`src/rtl/halfmac_pkg.sv`:
```
package halfmac_pkg;
  localparam int unsigned CSEL_W = 3;

  typedef enum logic [CSEL_W-1:0] {
    CSEL_FULL = 3'd0,
    CSEL_LO   = 3'd1,
    CSEL_HI   = 3'd2,
    CSEL_RSVD = 3'd3,
    CSEL_BDUP = 3'd4
  } csel_e;
endpackage

```
`src/rtl/halfmac_half_ext.sv`:
```
module halfmac_half_ext #(
  parameter int unsigned DATA_W = 32
) (
  input  logic [DATA_W-1:0] word,
  input  logic              hi_sel,
  input  logic              force_lo,
  input  logic              sgn,
  output logic [DATA_W-1:0] ext
);
  localparam int unsigned HALF_W = DATA_W / 2;

  function automatic logic [DATA_W-1:0] widen(logic [HALF_W-1:0] h, logic s);
    return s ? {{HALF_W{h[HALF_W-1]}}, h} : {{HALF_W{1'b0}}, h};
  endfunction

  logic              take_hi;
  logic [HALF_W-1:0] half_v;

  assign take_hi = hi_sel & ~force_lo;
  assign half_v  = take_hi ? word[DATA_W-1:HALF_W] : word[HALF_W-1:0];
  assign ext     = widen(half_v, sgn);
endmodule

```
`src/rtl/halfmac_addend_sel.sv`:
```
module halfmac_addend_sel
  import halfmac_pkg::*;
#(
  parameter int unsigned DATA_W = 32
) (
  input  logic [CSEL_W-1:0] c_mode,
  input  logic [DATA_W-1:0] op_b,
  input  logic [DATA_W-1:0] op_c,
  output logic [DATA_W-1:0] addend,
  output logic              mode_bad
);
  localparam int unsigned HALF_W = DATA_W / 2;

  function automatic logic [DATA_W-1:0] dup_b(logic [DATA_W-1:0] b);
    return (b << HALF_W) + b;
  endfunction

  always_comb begin
    addend   = '0;
    mode_bad = 1'b0;
    unique case (csel_e'(c_mode))
      CSEL_FULL: addend = op_c;
      CSEL_LO:   addend = {{HALF_W{1'b0}}, op_c[HALF_W-1:0]};
      CSEL_HI:   addend = {{HALF_W{1'b0}}, op_c[DATA_W-1:HALF_W]};
      CSEL_BDUP: addend = dup_b(op_b);
      default:   mode_bad = 1'b1;
    endcase
  end
endmodule

```
`src/rtl/halfmac_unit.sv`:
```
module halfmac_unit
  import halfmac_pkg::*;
#(
  parameter int unsigned DATA_W = 32
) (
  input  logic              clk,
  input  logic              rst,
  input  logic              in_valid,
  input  logic [DATA_W-1:0] op_a,
  input  logic [DATA_W-1:0] op_b,
  input  logic [DATA_W-1:0] op_c,
  input  logic              a_hi_sel,
  input  logic              b_hi_sel,
  input  logic              a_signed,
  input  logic              b_signed,
  input  logic              b_from_imm,
  input  logic              prod_shift,
  input  logic              merge_hi,
  input  logic [CSEL_W-1:0] c_mode,
  input  logic              ext_prec,
  input  logic              cc_write,
  output logic              out_valid,
  output logic [DATA_W-1:0] out_result,
  output logic              out_illegal
);
  localparam int unsigned HALF_W = DATA_W / 2;
  localparam int unsigned NOPS   = 2;

  function automatic logic [DATA_W-1:0] mul_wrap(logic [DATA_W-1:0] x, logic [DATA_W-1:0] y);
    return x * y;
  endfunction

  function automatic logic [DATA_W-1:0] merge_upper(logic [DATA_W-1:0] s, logic [DATA_W-1:0] b);
    return {b[HALF_W-1:0], s[HALF_W-1:0]};
  endfunction

  logic [DATA_W-1:0] src_w  [NOPS];
  logic              hi_w   [NOPS];
  logic              sg_w   [NOPS];
  logic              flo_w  [NOPS];
  logic [DATA_W-1:0] ext_w  [NOPS];

  assign src_w[0] = op_a;  assign hi_w[0] = a_hi_sel; assign sg_w[0] = a_signed; assign flo_w[0] = 1'b0;
  assign src_w[1] = op_b;  assign hi_w[1] = b_hi_sel; assign sg_w[1] = b_signed; assign flo_w[1] = b_from_imm;

  for (genvar gi = 0; gi < NOPS; gi++) begin : g_ext
    halfmac_half_ext #(.DATA_W(DATA_W)) ext_i (
      .word     (src_w[gi]),
      .hi_sel   (hi_w[gi]),
      .force_lo (flo_w[gi]),
      .sgn      (sg_w[gi]),
      .ext      (ext_w[gi])
    );
  end

  logic [DATA_W-1:0] addend;
  logic              mode_bad;

  halfmac_addend_sel #(.DATA_W(DATA_W)) addend_i (
    .c_mode   (c_mode),
    .op_b     (op_b),
    .op_c     (op_c),
    .addend   (addend),
    .mode_bad (mode_bad)
  );

  logic [DATA_W-1:0] prod_raw;
  logic [DATA_W-1:0] prod_adj;
  logic [DATA_W-1:0] sum_raw;
  logic [DATA_W-1:0] res_next;
  logic              req_illegal;

  assign prod_raw    = mul_wrap(ext_w[0], ext_w[1]);
  assign prod_adj    = prod_shift ? (prod_raw << HALF_W) : prod_raw;
  assign sum_raw     = prod_adj + addend;
  assign res_next    = merge_hi ? merge_upper(sum_raw, op_b) : sum_raw;
  assign req_illegal = mode_bad | ext_prec | cc_write;

  always_ff @(posedge clk) begin
    if (rst) begin
      out_valid   <= 1'b0;
      out_illegal <= 1'b0;
      out_result  <= '0;
    end else begin
      out_valid   <= in_valid;
      out_illegal <= in_valid & req_illegal;
      if (in_valid) out_result <= req_illegal ? '0 : res_next;
    end
  end
endmodule

```
`config.mk`:
```
export PLATFORM = sky130hd
export DESIGN_NAME = halfmac_unit
export DESIGN_NICKNAME = d
export VERILOG_FILES = /design/src/rtl/halfmac_pkg.sv /design/src/rtl/halfmac_half_ext.sv /design/src/rtl/halfmac_addend_sel.sv /design/src/rtl/halfmac_unit.sv
export SDC_FILE = /design/constraint.sdc
export NUM_CORES = 1
export LEC_CHECK = 0
export CORE_MARGIN = 2
export CORE_UTILIZATION = 55
export CTS_BUF_LIST = sky130_fd_sc_hd__clkbuf_4 sky130_fd_sc_hd__clkbuf_8 sky130_fd_sc_hd__clkbuf_16
export DETAILED_ROUTE_END_ITERATION = 10
export DONT_BUFFER_PORTS = 1
export PLACE_DENSITY = 0.67
export SYNTH_ARGS = -nofsm -noshare
export SYNTH_HDL_FRONTEND = slang
export SYNTH_HIERARCHICAL = 1
export SYNTH_SLANG_ARGS = --single-unit
export TNS_END_PERCENT = 1
```
`constraint.sdc`:
```
create_clock -name clk -period 14.8 [get_ports clk]
set_clock_uncertainty 0.05 [all_clocks]
set_input_delay 0.74 -clock clk [delete_from_list [all_inputs] [get_ports clk]]
set_output_delay 0.74 -clock clk [all_outputs]
set_load 0.005 [all_outputs]
```
==> metrics.csv <==
stage,metric,value,unit
setup_path,Crit. End Element,register,
route,vias per cell,5.60,
logic_synthesis,Cells after Synth,2409,
worst_hold_path,Hold Path Class,in -> reg,
clocking,CTS sink count,34,
run,Max-Cap Viols,0,
logic_synthesis,Post-Syn Nets,3101,
logic_synthesis,Post-synth EDFFs,0,
logic_synthesis,Yosys warning count,6,
placement,port bufs,0,
logic_synthesis,sequential share of the synthesized area,3.28,%
clocking,Post-CTS Hold Fix Bufs,0,
outcome,status,finished clean,
timing,final hold vios,0,
cells_and_area,n_diodes,0,
placement,Final GP Congestion,0.962,
clocking,cts repair resizes,0,
global_routing,largest net degree at the start of global routing,105,
timing,fin crit period,10.56,ns
route,Total Routed Length,53600,um
timing,Max Freq,0.0947,GHz
global_routing,vias in the first global route,16618,
logic_synthesis,Async SR Flop Fraction,0,%
setup_path,Worst path most repeated cell,fa_1,
logic_synthesis,"Top FF cell, synth",dfxtp_1,
timing,Final setup viols,0,
die,area of the die,39300,um^2
timing,worst-margin pin slew,1.14,ns
global_routing,first-pass GRT wire length,88000,um
die,core area,37400,um^2
die,die width,198,um
cells_and_area,layout cells sized above 1,3.42,%
clocking,Post-CTS Repair Setup Buffers,0,
global_routing,GRT overflow,0,
die,io pins,145,
timing,unrepaired setup endpoints after global routing,false,
die,initial core utilization,55.5,%
clocking,"buffers from clock root to sink, at most",2,
setup_path,CP bufs+invs,3,
route,routed vias,15620,
clocking,Root Driver,clkbuf_16,
die,row count,71,
cells_and_area,multi-input logic area,17800,um^2
timing,Max transition margin,23.7,%
logic_synthesis,"Cell Area, Synth",20800,um^2
route,drt pass-1 iters,7,
setup_path,Max Fanout on Critical Path,104,
timing,max-slew violations,0,
clocking,Worst-Skew Late Latency,0.27,ns
global_routing,initial antenna violation count,2,
setup_path,Critical Path AT,10.69,ns
global_routing,Overall Global Routing Usage,28.8,%
timing,Setup TNS,0,ns
placement,hpwl dp,43100,um
timing,period utilization,71.4,%
setup_path,Crit-path slowest cell,buf_4,
setup_path,cell family with most CP delay,adder cells,
timing,worst hold slack,0.477,ns
logic_synthesis,"FF+latch count, synth",34,
setup_path,crit path kind,in -> reg,
clocking,"Reg clk slew, reported paths",0.06,ns
logic_synthesis,Synth cell types,80,
setup_path,max incr delay on CP,0.79,ns
route,DR DRC count,0,
route,Final ANT Viol Nets,0,
cells_and_area,Layout fillers,3462,
setup_path,WP data required,14.92,ns
route,DRT iter0 DRCs,888,
setup_path,nature of the critical path startpoint,input pin,
clocking,CTS H-tree lvls,2,
route,DR WL/cell,19.2,um
die,DIE HEIGHT,198,um
logic_synthesis,"Avg Cell Area, Syn",8.61,um^2
cells_and_area,Register Area,681,um^2
cells_and_area,area added between synthesis and finish,0.917,%
clocking,CTS tree,built,
clocking,TritonCTS Buffers,5,
cells_and_area,fin nets,2970,
-- routing by layer --
layer	up-vias	track usage, %	part of all wire (%)
met5	-	0	0
met4	0	8.47	3.1
met3	100	4.43	6.3
met2	477	49.5	49
met1	7919	37.7	41
li1	7124	-	-
-- placed cells by master (no fill, tap or decap), types with 4 or more instances in the layout --
cell       instances
nand2b_1           8
and2_1           280
mux2_2            14
and4_1             4
xor2_1            40
dfxtp_1           34
nand3_1           17
a22oi_1           38
nor2b_1           19
mux2i_1            6
a21o_1            29
a31oi_1            7
o21a_1             5
o21bai_1          13
inv_1            420
nor3_1             9
fa_1             410
o21ai_1           11
a21oi_1           75
nand4_1            6
o21ai_0           60
xnor2_1           81
a211oi_1           7
mux2_4            18
nand2_1          327
clkbuf_16          5
nor2_1            70
o31ai_1            7
and3_1             6
a22o_1             6
buf_4              9
ha_1             171
-- Yosys cell counts (8+ instances only) --
| library cell | instances | area [um^2] |
|---|---|---|
| o21bai_1 | 13 | 97.6 |
| fa_1 | 410 | 8210 |
| buf_4 | 32 | 240 |
| xnor2_1 | 81 | 709 |
| nor3_1 | 9 | 45.0 |
| dfxtp_1 | 34 | 681 |
| o21ai_1 | 11 | 55.1 |
| inv_1 | 420 | 1580 |
| nor2_1 | 70 | 263 |
| and2_1 | 280 | 1750 |
| xor2_1 | 40 | 350 |
| nand2_1 | 327 | 1230 |
| nand3_1 | 17 | 85.1 |
| o21ai_0 | 60 | 300 |
| ha_1 | 171 | 2140 |
| a21oi_1 | 75 | 375 |
| mux2_4 | 18 | 270 |
| a22oi_1 | 38 | 285 |
| a21o_1 | 29 | 218 |
| mux2_2 | 14 | 158 |
| clkbuf_1 | 103 | 387 |
| nand2b_1 | 8 | 50.1 |
| nor2b_1 | 19 | 119 |
| mux2i_1 | 8 | 80.1 |
-- worst paths after layout --
check | start | end | slack (ns) | cells past startpoint
max | a_hi_sel | out_result[31] | 4.24 | 34
min | rst | out_result[19] | 0.48 | 1
max reg2reg | out_result[24] | out_result[24] | 13.87 | 2
min reg2reg | out_result[19] | out_result[19] | 0.49 | 2
-- flip-flops by register name, summed over array words and instances (netlist names) --
| name | cells |
|---|---|
| out_illegal | 1 |
| out_valid | 1 |
| out_result | 32 |
-- through the flow --
step                setup WS [ns]  utilization (%)  std cells  cell area [um^2]
finish                       4.24             56.0       2790             20900
global route                 3.68             56.0       2790             20900
global placement             4.21             55.5       2782             20700
floorplan                    4.79                -       2409             20800
detailed placement           4.02             55.5       2782             20700
CTS                          4.30             56.0       2790             20900
-- area by class of cell --
type                    count  share of cell area, %
flip-flops and latches     34                   3.25
well taps                 511                   3.05
inverters                 421                   7.55
multi-input cells        1807                   84.9
repair buffers              9                  0.323
clock inverters             3                  0.329
clock buffers               5                  0.597
-- cells by family after synthesis --
family                   after synthesis  share of synthesized area, %
AND/OR/NAND/NOR                      766                          18.4
multiplexers                          40                          2.45
buffers and inverters                568                          11.2
AO/OA/AOI/OAI                        297                          9.59
adder cells (fa/ha/maj)              581                          49.9
flip-flops                            34                          3.28
XOR/XNOR                             122                          5.22
other                                  1                        0.0181
Power is not shown: default switching activity piles up to over one toggle a cycle in this logic, so the estimate is an artifact.
